## src/rtl/scpu_pkg.sv

```systemverilog
package scpu_pkg;
  localparam int XLEN   = 32;
  localparam int REG_AW = 5;

  localparam logic [5:0] OP_RTYPE = 6'b000000;
  localparam logic [5:0] OP_ORI   = 6'b001101;
  localparam logic [5:0] OP_LW    = 6'b100011;
  localparam logic [5:0] OP_SW    = 6'b101011;
  localparam logic [5:0] OP_BEQ   = 6'b000100;
  localparam logic [5:0] OP_J     = 6'b000010;

  localparam logic [5:0] FN_ADD = 6'b100000;
  localparam logic [5:0] FN_SUB = 6'b100010;
  localparam logic [5:0] FN_AND = 6'b100100;
  localparam logic [5:0] FN_OR  = 6'b100101;
  localparam logic [5:0] FN_SLT = 6'b101010;

  typedef enum logic [2:0] {
    ALU_AND = 3'b000,
    ALU_OR  = 3'b001,
    ALU_ADD = 3'b010,
    ALU_SUB = 3'b110,
    ALU_SLT = 3'b111
  } aluCode_t;

  typedef enum logic [1:0] {
    AOP_ADD   = 2'b00,
    AOP_SUB   = 2'b01,
    AOP_OR    = 2'b10,
    AOP_FUNCT = 2'b11
  } aluOp_t;

  typedef struct packed {
    logic     regDst;
    logic     aluSrc;
    logic     memToReg;
    logic     regWrite;
    logic     memWrite;
    logic     branch;
    logic     jump;
    logic     zeroExt;
    aluCode_t aluCtl;
  } ctl_t;
endpackage

```

## src/rtl/scpu_alu_decode.sv

```systemverilog
module scpu_alu_decode
  import scpu_pkg::*;
(
  input  aluOp_t     aluOp,
  input  logic [5:0] funct,
  output aluCode_t   aluCtl
);
  always_comb begin
    unique case (aluOp)
      AOP_ADD: aluCtl = ALU_ADD;
      AOP_SUB: aluCtl = ALU_SUB;
      AOP_OR:  aluCtl = ALU_OR;
      default: begin
        case (funct)
          FN_SUB:  aluCtl = ALU_SUB;
          FN_AND:  aluCtl = ALU_AND;
          FN_OR:   aluCtl = ALU_OR;
          FN_SLT:  aluCtl = ALU_SLT;
          default: aluCtl = ALU_ADD;
        endcase
      end
    endcase
  end
endmodule

```

## src/rtl/scpu_control.sv

```systemverilog
module scpu_control
  import scpu_pkg::*;
(
  input  logic [5:0] opcode,
  input  logic [5:0] funct,
  output ctl_t       ctl
);
  aluOp_t   aluOp;
  aluCode_t aluCtlLocal;

  scpu_alu_decode u_aluDec (
    .aluOp  (aluOp),
    .funct  (funct),
    .aluCtl (aluCtlLocal)
  );

  always_comb begin
    ctl        = '0;
    aluOp      = AOP_ADD;
    case (opcode)
      OP_RTYPE: begin
        ctl.regDst   = 1'b1;
        ctl.regWrite = 1'b1;
        aluOp        = AOP_FUNCT;
      end
      OP_ORI: begin
        ctl.aluSrc   = 1'b1;
        ctl.zeroExt  = 1'b1;
        ctl.regWrite = 1'b1;
        aluOp        = AOP_OR;
      end
      OP_LW: begin
        ctl.aluSrc   = 1'b1;
        ctl.memToReg = 1'b1;
        ctl.regWrite = 1'b1;
      end
      OP_SW: begin
        ctl.aluSrc   = 1'b1;
        ctl.memWrite = 1'b1;
      end
      OP_BEQ: begin
        ctl.branch = 1'b1;
        aluOp      = AOP_SUB;
      end
      OP_J: begin
        ctl.jump = 1'b1;
      end
      default: ;
    endcase
    ctl.aluCtl = aluCtlLocal;
  end
endmodule

```

## src/rtl/scpu_regfile.sv

```systemverilog
module scpu_regfile #(
  parameter int AW = 5,
  parameter int W  = 32
) (
  input  logic          clk,
  input  logic          we,
  input  logic [AW-1:0] wa,
  input  logic [W-1:0]  wd,
  input  logic [AW-1:0] ra1,
  input  logic [AW-1:0] ra2,
  output logic [W-1:0]  rd1,
  output logic [W-1:0]  rd2
);
  localparam int DEPTH = 1 << AW;

  logic [W-1:0] regs [DEPTH];

  always_ff @(posedge clk) begin
    if (we && wa != '0) regs[wa] <= wd;
  end

  assign rd1 = (ra1 == '0) ? '0 : regs[ra1];
  assign rd2 = (ra2 == '0) ? '0 : regs[ra2];
endmodule

```

## src/rtl/scpu_datapath.sv

```systemverilog
module scpu_datapath
  import scpu_pkg::*;
#(
  parameter logic [XLEN-1:0] RESET_ADDR = '0
) (
  input  logic            clk,
  input  logic            rst,
  input  ctl_t            ctl,
  input  logic [25:0]     instrLow,
  output logic [XLEN-1:0] pc,
  input  logic [XLEN-1:0] memRdata,
  output logic [XLEN-1:0] memAddr,
  output logic [XLEN-1:0] memWdata
);
  localparam int IMM_W = 16;

  logic [REG_AW-1:0] rsIdx, rtIdx, rdIdx, wbIdx;
  logic [IMM_W-1:0]  imm;
  logic [XLEN-1:0]   rsData, rtData, immExt, aluB, aluRes, wbData;
  logic [XLEN-1:0]   pcPlus4, brTarget, jTarget, pcNext;
  logic              isZero;

  assign rsIdx = instrLow[25:21];
  assign rtIdx = instrLow[20:16];
  assign rdIdx = instrLow[15:11];
  assign imm   = instrLow[IMM_W-1:0];

  scpu_regfile #(.AW(REG_AW), .W(XLEN)) u_regs (
    .clk (clk),
    .we  (ctl.regWrite & ~rst),
    .wa  (wbIdx),
    .wd  (wbData),
    .ra1 (rsIdx),
    .ra2 (rtIdx),
    .rd1 (rsData),
    .rd2 (rtData)
  );

  assign immExt = ctl.zeroExt ? {{(XLEN-IMM_W){1'b0}}, imm}
                              : {{(XLEN-IMM_W){imm[IMM_W-1]}}, imm};
  assign aluB   = ctl.aluSrc ? immExt : rtData;

  always_comb begin
    case (ctl.aluCtl)
      ALU_SUB: aluRes = rsData - aluB;
      ALU_AND: aluRes = rsData & aluB;
      ALU_OR:  aluRes = rsData | aluB;
      ALU_SLT: aluRes = {{(XLEN-1){1'b0}}, $signed(rsData) < $signed(aluB)};
      default: aluRes = rsData + aluB;
    endcase
  end

  assign isZero = (aluRes == '0);
  assign wbIdx  = ctl.regDst ? rdIdx : rtIdx;
  assign wbData = ctl.memToReg ? memRdata : aluRes;

  assign memAddr  = aluRes;
  assign memWdata = rtData;

  assign pcPlus4  = pc + XLEN'(4);
  assign brTarget = pcPlus4 + {immExt[XLEN-3:0], 2'b00};
  assign jTarget  = {pcPlus4[XLEN-1:28], instrLow, 2'b00};

  always_comb begin
    if (ctl.jump)                 pcNext = jTarget;
    else if (ctl.branch && isZero) pcNext = brTarget;
    else                          pcNext = pcPlus4;
  end

  always_ff @(posedge clk) begin
    if (rst) pc <= RESET_ADDR;
    else     pc <= pcNext;
  end
endmodule

```

## src/rtl/scpu_core.sv

```systemverilog
module scpu_core
  import scpu_pkg::*;
#(
  parameter logic [31:0] RESET_ADDR = 32'h0
) (
  input  logic        clk,
  input  logic        rst,
  output logic [31:0] pcOut,
  input  logic [31:0] instrIn,
  output logic [31:0] dmemAddr,
  output logic [31:0] dmemWdata,
  output logic        dmemWe,
  input  logic [31:0] dmemRdata
);
  ctl_t ctl;

  scpu_control u_ctl (
    .opcode (instrIn[31:26]),
    .funct  (instrIn[5:0]),
    .ctl    (ctl)
  );

  scpu_datapath #(.RESET_ADDR(RESET_ADDR)) u_dp (
    .clk      (clk),
    .rst      (rst),
    .ctl      (ctl),
    .instrLow (instrIn[25:0]),
    .pc       (pcOut),
    .memRdata (dmemRdata),
    .memAddr  (dmemAddr),
    .memWdata (dmemWdata)
  );

  assign dmemWe = ctl.memWrite & ~rst;
endmodule

```

## config.mk

```make
export PLATFORM = sky130hd
export DESIGN_NAME = scpu_core
export DESIGN_NICKNAME = d
export VERILOG_FILES = /design/src/rtl/scpu_pkg.sv /design/src/rtl/scpu_alu_decode.sv /design/src/rtl/scpu_control.sv /design/src/rtl/scpu_regfile.sv /design/src/rtl/scpu_datapath.sv /design/src/rtl/scpu_core.sv
export SDC_FILE = /design/constraint.sdc
export NUM_CORES = 2
export LEC_CHECK = 0
export BUFFER_PORTS_ARGS = -buffer_cell sky130_fd_sc_hd__buf_4
export CORE_MARGIN = 5
export CORE_UTILIZATION = 53
export DETAILED_ROUTE_END_ITERATION = 7
export PLACE_DENSITY = 0.69
export SLEW_MARGIN = 20
export SYNTH_ARGS = -nofsm -noshare
export SYNTH_HDL_FRONTEND = slang
export SYNTH_HIERARCHICAL = 1
export SYNTH_SLANG_ARGS = --single-unit
export TNS_END_PERCENT = 100
```

## constraint.sdc

```tcl
create_clock -name clk -period 6.8 [get_ports clk]
set_input_delay 0.34 -clock clk [delete_from_list [all_inputs] [get_ports clk]]
set_output_delay 0.34 -clock clk [all_outputs]
set_load 0.05 [all_outputs]
```

== After elaboration in Yosys (flattened, before gate mapping) ==
Memory sizes are Yosys's and may differ from the RTL's.
Index checks and enable logic that the tools add are counted.
Word-level totals
  logic and storage cells: 61
  input bits: 66
  memories kept: 1
  flip-flop bits (word level): 32
  latch bits: 0
  ROM bits: 0
  output and inout bits: 97
  memory bits (writable): 1024
Memories
  u_dp.u_regs.regs: depth 32, width 32, rd ports 2, clocked after memory_dff 0, wr ports 1, RTL line scpu_regfile.sv:16  | logic [W-1:0] regs [DEPTH];
Cells by class
  equality and inequality tests: 14
  add/subtract/negate cells: 4
  $mul: 0
  bitwise logic cells: 5
  div/mod/pow operators: 0
  mux-type cells: 22
  shift operators: 0
  magnitude comparators: 1
  reduce and logical (&&, ||, !) cells: 12
Operators with widths (number)
  two-way mux 32 bit: 7
  one-hot mux 32 bit (4 select lines): 1
  adder 32 bit: 2
  equality test 6 bit, second input constant: 6
  adder 32 x 3 -> 32 bit, second input constant: 1
  AND 32 bit: 1
  zero test 32 bit: 1
  less-than comparator 32 bit: 1
  bitwise OR 32 bit: 1
  subtractor 32 bit: 1
  one-hot mux 3 bit (4 select lines): 1
  zero test 5 bit: 2
  two-way mux 1 bit: 10
  one-hot mux 3 bit (3 select lines): 1
  equality test 3 bit, second input constant: 2
  equality test 6 x 2 -> 1 bit, second input constant: 1
  equality test 6 x 3 -> 1 bit, second input constant: 1
  equality test 6 x 4 -> 1 bit, second input constant: 1
  zero test 6 bit: 1
  one-hot mux 2 bit (3 select lines): 1
  OR reduction 3 bit: 2
  two-way mux 5 bit: 1
  nonzero test 5 bit: 1
  equality test 3 x 1 -> 1 bit, second input constant: 1
  8 further kinds: 10

== Logic depth before layout (Yosys ltp) ==
  depth after elaboration: 10
  gate-level depth with buffers: 27
  depth with buffers taken out: 21

== By module ==
The synthesis kept the hierarchy.
By module, submodules not included
  scpu_regfile: cells each 2564, sequential area each 30749.5 µm², times used 1, area each 47929.7 µm²
  scpu_datapath: cells each 1405, sequential area each 600.6 µm², times used 1, area each 9638.0 µm²
  scpu_control: cells each 23, sequential area each 0.0 µm², times used 1, area each 167.7 µm²
  scpu_alu_decode: cells each 12, sequential area each 0.0 µm², times used 1, area each 73.8 µm²
  scpu_core: cells each 1, sequential area each 0.0 µm², times used 1, area each 13.8 µm²

== Worst setup path after synthesis ==
No wires, ideal clock.
  kind: in2reg
  from: input instrIn[18]
  to: register u_dp.pc[5]
  setup time: 91 ps
  setup slack: -1283 ps
  required time: 6709 ps
  data arrival time: 7992 ps
  stages: 25
  buffers on the path: 4
  path through: buf_4 -> or3b_1 -> buf_2 -> buf_2 -> o221ai_1 -> a221oi_2 -> a211oi_1 -> mux2i_1 -> inv_1 -> ha_1 -> inv_1 -> fa_1 -> nand2b_1 -> a211oi_1 -> o221ai_1 -> nand2b_1 -> mux2_2 -> a2111oi_1 -> nor3b_1 -> nor4b_1 -> and4_1 -> nand2_1 -> clkbuf_1 -> o21ai_0 -> a311oi_1
On the way
  longest elaborated chain between the ends: 9
  elaborated cells between the ends (all ways): 14
  classes of those cells: 2 x add/sub; 1 x order compare; 5 x mux; 2 x bitwise; 3 x reduce/logical; 1 x memory
RTL lines
  start: declaration: RTL line scpu_core.sv:9  | input logic [31:0] instrIn,
  memory (32 x 32 bit) / zero test 5 bit (equally long branches)
  two-way mux 32 bit (*): RTL line scpu_regfile.sv:23  | assign rd2 = (ra2 == '0) ? '0 : regs[ra2];
  net dmemWdata[0]: RTL line scpu_core.sv:11  | output logic [31:0] dmemWdata,
  two-way mux 32 bit (*): RTL line scpu_datapath.sv:41  | assign aluB = ctl.aluSrc ? immExt : rtData;
  adder 32 bit / subtractor 32 bit (equally long branches): RTL line scpu_datapath.sv:49, scpu_datapath.sv:45
  one-hot mux 32 bit (4 select lines) (*): RTL line scpu_datapath.sv:44  | case (ctl.aluCtl)
  net dmemAddr[12]: RTL line scpu_core.sv:10  | output logic [31:0] dmemAddr,
  zero test 32 bit (*): RTL line scpu_datapath.sv:53  | assign isZero = (aluRes == '0);
  logical AND 1 bit (*): RTL line scpu_datapath.sv:66  | else if (ctl.branch && isZero) pcNext = brTarget;
  two-way mux 32 bit (*): RTL line scpu_datapath.sv:66
  two-way mux 32 bit (*): RTL line scpu_datapath.sv:65  | if (ctl.jump) pcNext = jTarget;
  end signal: assignment: RTL line scpu_datapath.sv:72  | else pc <= pcNext;
  end: declaration: RTL line scpu_datapath.sv:10  | output logic [XLEN-1:0] pc,
The timed path passes the listed nets; every way through them passes the cells marked *.
A chain may end at the register's enable or synchronous reset.

== Final worst setup path ==
  from: input instrIn[16]
  to: register u_dp.pc[21]
On the way
  longest elaborated chain between the ends: 9
  elaborated cells between the ends (all ways): 14
  classes of those cells: 2 x add/sub; 1 x order compare; 5 x mux; 2 x bitwise; 3 x reduce/logical; 1 x memory
RTL lines
  memory (32 x 32 bit) / zero test 5 bit (equally long branches)
  two-way mux 32 bit (*): RTL line scpu_regfile.sv:23
  two-way mux 32 bit (*): RTL line scpu_datapath.sv:41
  adder 32 bit, or another cell as far along: RTL line scpu_datapath.sv:49  | default: aluRes = rsData + aluB;
  one-hot mux 32 bit (4 select lines) (*): RTL line scpu_datapath.sv:44
  zero test 32 bit (*): RTL line scpu_datapath.sv:53
  logical AND 1 bit (*): RTL line scpu_datapath.sv:66
  two-way mux 32 bit (*): RTL line scpu_datapath.sv:66
  two-way mux 32 bit (*): RTL line scpu_datapath.sv:65
Mark *: on every way between the ends. The rest lies on a longest branch, timed or not.

==> metrics.log <==
INFO  metric finalNetCount = approximately 4600
INFO  metric wirelength = 203000 um
INFO  metric stdcell_area = 67000 um2
INFO  metric grt_pass1_wl = 287000 um
INFO  metric avgSynthCellArea = about 14 um2
INFO  metric routabilityCongestion = 1.01
INFO  metric layout_skew = ~0.04 ns
INFO  metric yosys-top-cells-area = sky130_fd_sc_hd__edfxtp_1 53%, sky130_fd_sc_hd__mux4_2 12%, sky130_fd_sc_hd__mux2i_1 5.9%
INFO  metric status = finished, final reports clean
INFO  metric gr-max-usage-layer = met2
INFO  metric number_of_i_o_pins = 163
INFO  metric class_of_the_most_critical_hold_timing_path = input port to flop
INFO  metric detail-route-antenna-nets = 0
INFO  metric critical_path.slowest_cell = sky130_fd_sc_hd__or4_1
INFO  metric port-buffer-count = 160
INFO  metric grt.total_usage = 0.342
INFO  metric cp.required = 7.42 ns
INFO  metric dr_total_vias = between 40000 and 50000
INFO  metric postPlaceCellArea = about 63000 um2
INFO  metric post-route-drc-count = 0
INFO  metric fraction_of_final_layout_cells_with_drive_strength_greater_than_1 = 0.274
INFO  metric initial_antenna_violation_count = 7
INFO  metric crit_type = input port to flop
INFO  metric hpwl = 135000 um
INFO  metric count_of_synthesis_stage_warnings_from_yosys = 6
INFO  metric routed_wire_length_per_instance = 34.5 um
INFO  metric worstPathMaxFanout = 28
INFO  metric grt_util_met1 = 0.456
INFO  metric netlist_area = 57800 um2
INFO  metric synth_seq_cells = 1054
INFO  metric synth_area_leader_cell = sky130_fd_sc_hd__edfxtp_1
INFO  metric yosys.cell_count.top_type = sky130_fd_sc_hd__edfxtp_1
INFO  metric synth_simple_gate_area_frac = 0.0619
INFO  metric chipWidth = approximately 340 um
INFO  metric groute.layer.met3.usage = 0.0946
INFO  metric compound_gate_portion_of_the_synthesized_area = 0.104
INFO  metric cp.arrival = between 7 and 8 ns
INFO  metric setup.worst_path.end_class = flop
INFO  metric grt_util_met2 = 0.518
INFO  metric drt_pre_antenna_iters = 6
INFO  metric max-cap-violations = 0
INFO  metric post-route-min-period = 6.49 ns
INFO  metric tritoncts = done
INFO  metric worst_ir_drop_vdd = between 0.15 and 0.2 mV
INFO  metric fmax = ~150 MHz
INFO  metric num_rows = 121
INFO  metric cp-start-kind = input port
INFO  metric worst-path-buf-inv = 9
INFO  metric clk_pin_slew_worst_paths = 0.06 ns
INFO  metric timing_worst_slew_pin_value = approximately 1.2 ns
INFO  metric grt_max_degree = 63
INFO  metric critPathTopFamily = compound AO/OA/AOI/OAI gates
INFO  metric antenna_cells_inserted = 0
INFO  metric synth-xor-area-share = 0.0100
INFO  metric final-hold-violation-count = 0
INFO  metric vias_per_cell = ~7
INFO  metric synth_top_area_share = 0.532
INFO  metric synthMuxAreaShare = 0.219
INFO  metric fp.dieArea = 116000 um2
INFO  metric post_synthesis_sequential_area_ratio = 0.542
INFO  metric power_density_over_the_cells = ~280 nW/um2
INFO  metric grt_setup_unrepaired = no
INFO  metric synth_enable_flop_cells = a little over 1000
INFO  metric number_of_buffers_created_by_cts = 107
INFO  metric slew_viol_final = 0
INFO  metric htreeDepth = 3
INFO  metric netlist_instances = 4005
INFO  metric clk_latency = 0.72 ns
INFO  metric power.leakage = 23.7 nW
INFO  metric num_clock_sinks = 1054
INFO  metric area.growth.synth_to_final = 15.9%
INFO  metric post-route-util = 0.617
INFO  metric drt_iter0_markers = roughly 6500
INFO  metric worstSetupStartpoint = instrIn[16]
INFO  metric post_synth_num_cell_types = 99
INFO  metric post_synthesis_async_set_or_reset_flop_share = 0
INFO  metric start_util = 0.533
INFO  metric die_h = 340 um
INFO  metric netlist_top_cells_count = 1024 x sky130_fd_sc_hd__edfxtp_1, 343 x sky130_fd_sc_hd__mux2i_1, 298 x sky130_fd_sc_hd__mux4_2, 197 x sky130_fd_sc_hd__nand2_1, 164 x sky130_fd_sc_hd__nor2_1
INFO  metric min_period_over_period = 0.954
INFO  metric synth-main-ff-cell = sky130_fd_sc_hd__edfxtp_1
INFO  metric min_from = instrIn[22]
INFO  metric critical_path.reg2reg.startpoint = u_dp/u_regs/regs[25][7]
INFO  metric critical_path.max_stage_delay = 0.58 ns
INFO  metric design.core.area = roughly 110000 um2
INFO  metric max_slew_margin = 0.216
INFO  metric setup_viol = 0
INFO  metric first_global_vias = 40667
INFO  metric clk_path_buf_depth = 3
INFO  metric path_common_cell = sky130_fd_sc_hd__buf_4
INFO  metric combinational_family_with_the_most_area_after_synthesis = multiplexers
INFO  metric root_buffer = sky130_fd_sc_hd__clkbuf_16
INFO  metric total_congestion_overflow = 0
INFO  metric post_synth_fa_ha_maj_area_fraction = 0.0287
worst paths after layout:
| kind | slack [ns] | end | cells past startpoint |
|---|---|---|---|
| setup reg to reg | 0.49 | u_dp/pc[21] | 23 |
| setup / recovery | 0.31 | u_dp/pc[21] | 28 |
| hold / removal | 0.05 | u_dp/pc[24] | 3 |
| hold reg to reg | 0.70 | u_dp/pc[2] | 3 |
sequential cells by signal (all words and copies together), names as in the netlist:
| signal | cells |
|---|---|
| u_dp/u_regs/regs | 1024 |
| u_dp/pc | 30 |
layout make-up:
class,instances,area [um2]
Fill cell,8027,41500
Timing Repair Buffer,537,4610
Sequential cell,1054,31400
Inverter,120,452
Clock inverter,66,866
Clock buffer,130,2810
Tap cell,1414,1770
Multi-Input combinational cell,2570,25200
per-layer routing:
metal	share of wire	wire length, um	up-vias
met2	0.44	90200	3262
li1	-	-	17156
met3	0.13	27400	648
met4	0.061	12400	6
met5	0.00017	34	-
met1	0.36	73200	21097
cells by family (layout without fill, tap and decap cells):
group / Yosys count / count (layout)
buffers and inverters: 413 / 853
other: 2 / 34
adders and majority gates: 131 / 131
and+or+nand+nor: 710 / 710
xor gates and xnor gates: 66 / 66
AOI/OAI and AO/OA: 836 / 836
muxes: 793 / 793
DFF: 1054 / 1054
worst reg2reg max path, delay by kind of cell, from the launching register on:
| kind | cells | cell delay, ns |
|---|---|---|
| AO/OA/AOI/OAI | 7 | 1.83 |
| AND/OR/NAND/NOR | 7 | 1.72 |
| multiplexers | 3 | 1.17 |
| buffers and inverters | 5 | 0.88 |
| flip-flops | 1 | 0.41 |
| adder cells (fa/ha/maj) | 1 | 0.24 |
where the power goes:
| group | switching (mW) | internal (mW) | total, mW |
|---|---|---|---|
| Clock | 2.54 | 3.63 | 6.17 |
| Combinational | 3.24 | 1.49 | 4.73 |
| Sequential | 0.0370 | 8.06 | 8.10 |
timing repair:
item,in CTS,in global routing
resized for setup,0,1
endpoints found under the hold margin,15,0
hold buffers,15,0
setup endpoints to repair,0,1
buffers inserted,0,0
layout by cell type (no fill, tap or decap), types with 20 or more instances in the layout:
cell type and instances:
sky130_fd_sc_hd__edfxtp_1 1024, sky130_fd_sc_hd__buf_4 477, sky130_fd_sc_hd__mux2i_1 343, sky130_fd_sc_hd__mux4_2 298, sky130_fd_sc_hd__nand2_1 197, sky130_fd_sc_hd__o21ai_0 149
sky130_fd_sc_hd__a21oi_1 134, sky130_fd_sc_hd__nor2_1 129, sky130_fd_sc_hd__ha_1 128, sky130_fd_sc_hd__inv_1 115, sky130_fd_sc_hd__clkbuf_16 109, sky130_fd_sc_hd__mux2_2 98
sky130_fd_sc_hd__o221ai_1 71, sky130_fd_sc_hd__a211oi_1 65, sky130_fd_sc_hd__a22oi_1 65, sky130_fd_sc_hd__nand3_1 58, sky130_fd_sc_hd__nand4_1 55, sky130_fd_sc_hd__a311oi_1 54
sky130_fd_sc_hd__mux4_1 54, sky130_fd_sc_hd__nor2b_1 45, sky130_fd_sc_hd__xnor2_1 44, sky130_fd_sc_hd__a221oi_1 43, sky130_fd_sc_hd__a21o_1 42, sky130_fd_sc_hd__buf_12 37
sky130_fd_sc_hd__nor2_4 34, sky130_fd_sc_hd__nor3_1 34, sky130_fd_sc_hd__conb_1 34, sky130_fd_sc_hd__dfxtp_1 30, sky130_fd_sc_hd__nor4_1 23, sky130_fd_sc_hd__clkbuf_1 21
sky130_fd_sc_hd__clkinv_2 20, sky130_fd_sc_hd__xor2_1 20
metrics by stage:
| step | TNS [ns] | hold WS [ns] | setup WS [ns] | std cells | power [mW] |
|---|---|---|---|---|---|
| floorplan | 0 | 0.510 | 0.0293 | 4037 | 10.9 |
| global placement | -8.20 | 0.656 | -0.429 | 5676 | 12.8 |
| detailed placement | -9.33 | 0.675 | -0.473 | 5680 | 12.8 |
| CTS | 0 | 0.0104 | 0.287 | 5891 | 18.9 |
| global route | 0 | 0.0521 | 0.0818 | 5891 | 19.6 |
| finish | 0 | 0.0509 | 0.313 | 5891 | 19.0 |
Power figures use the tool's default switching activity.
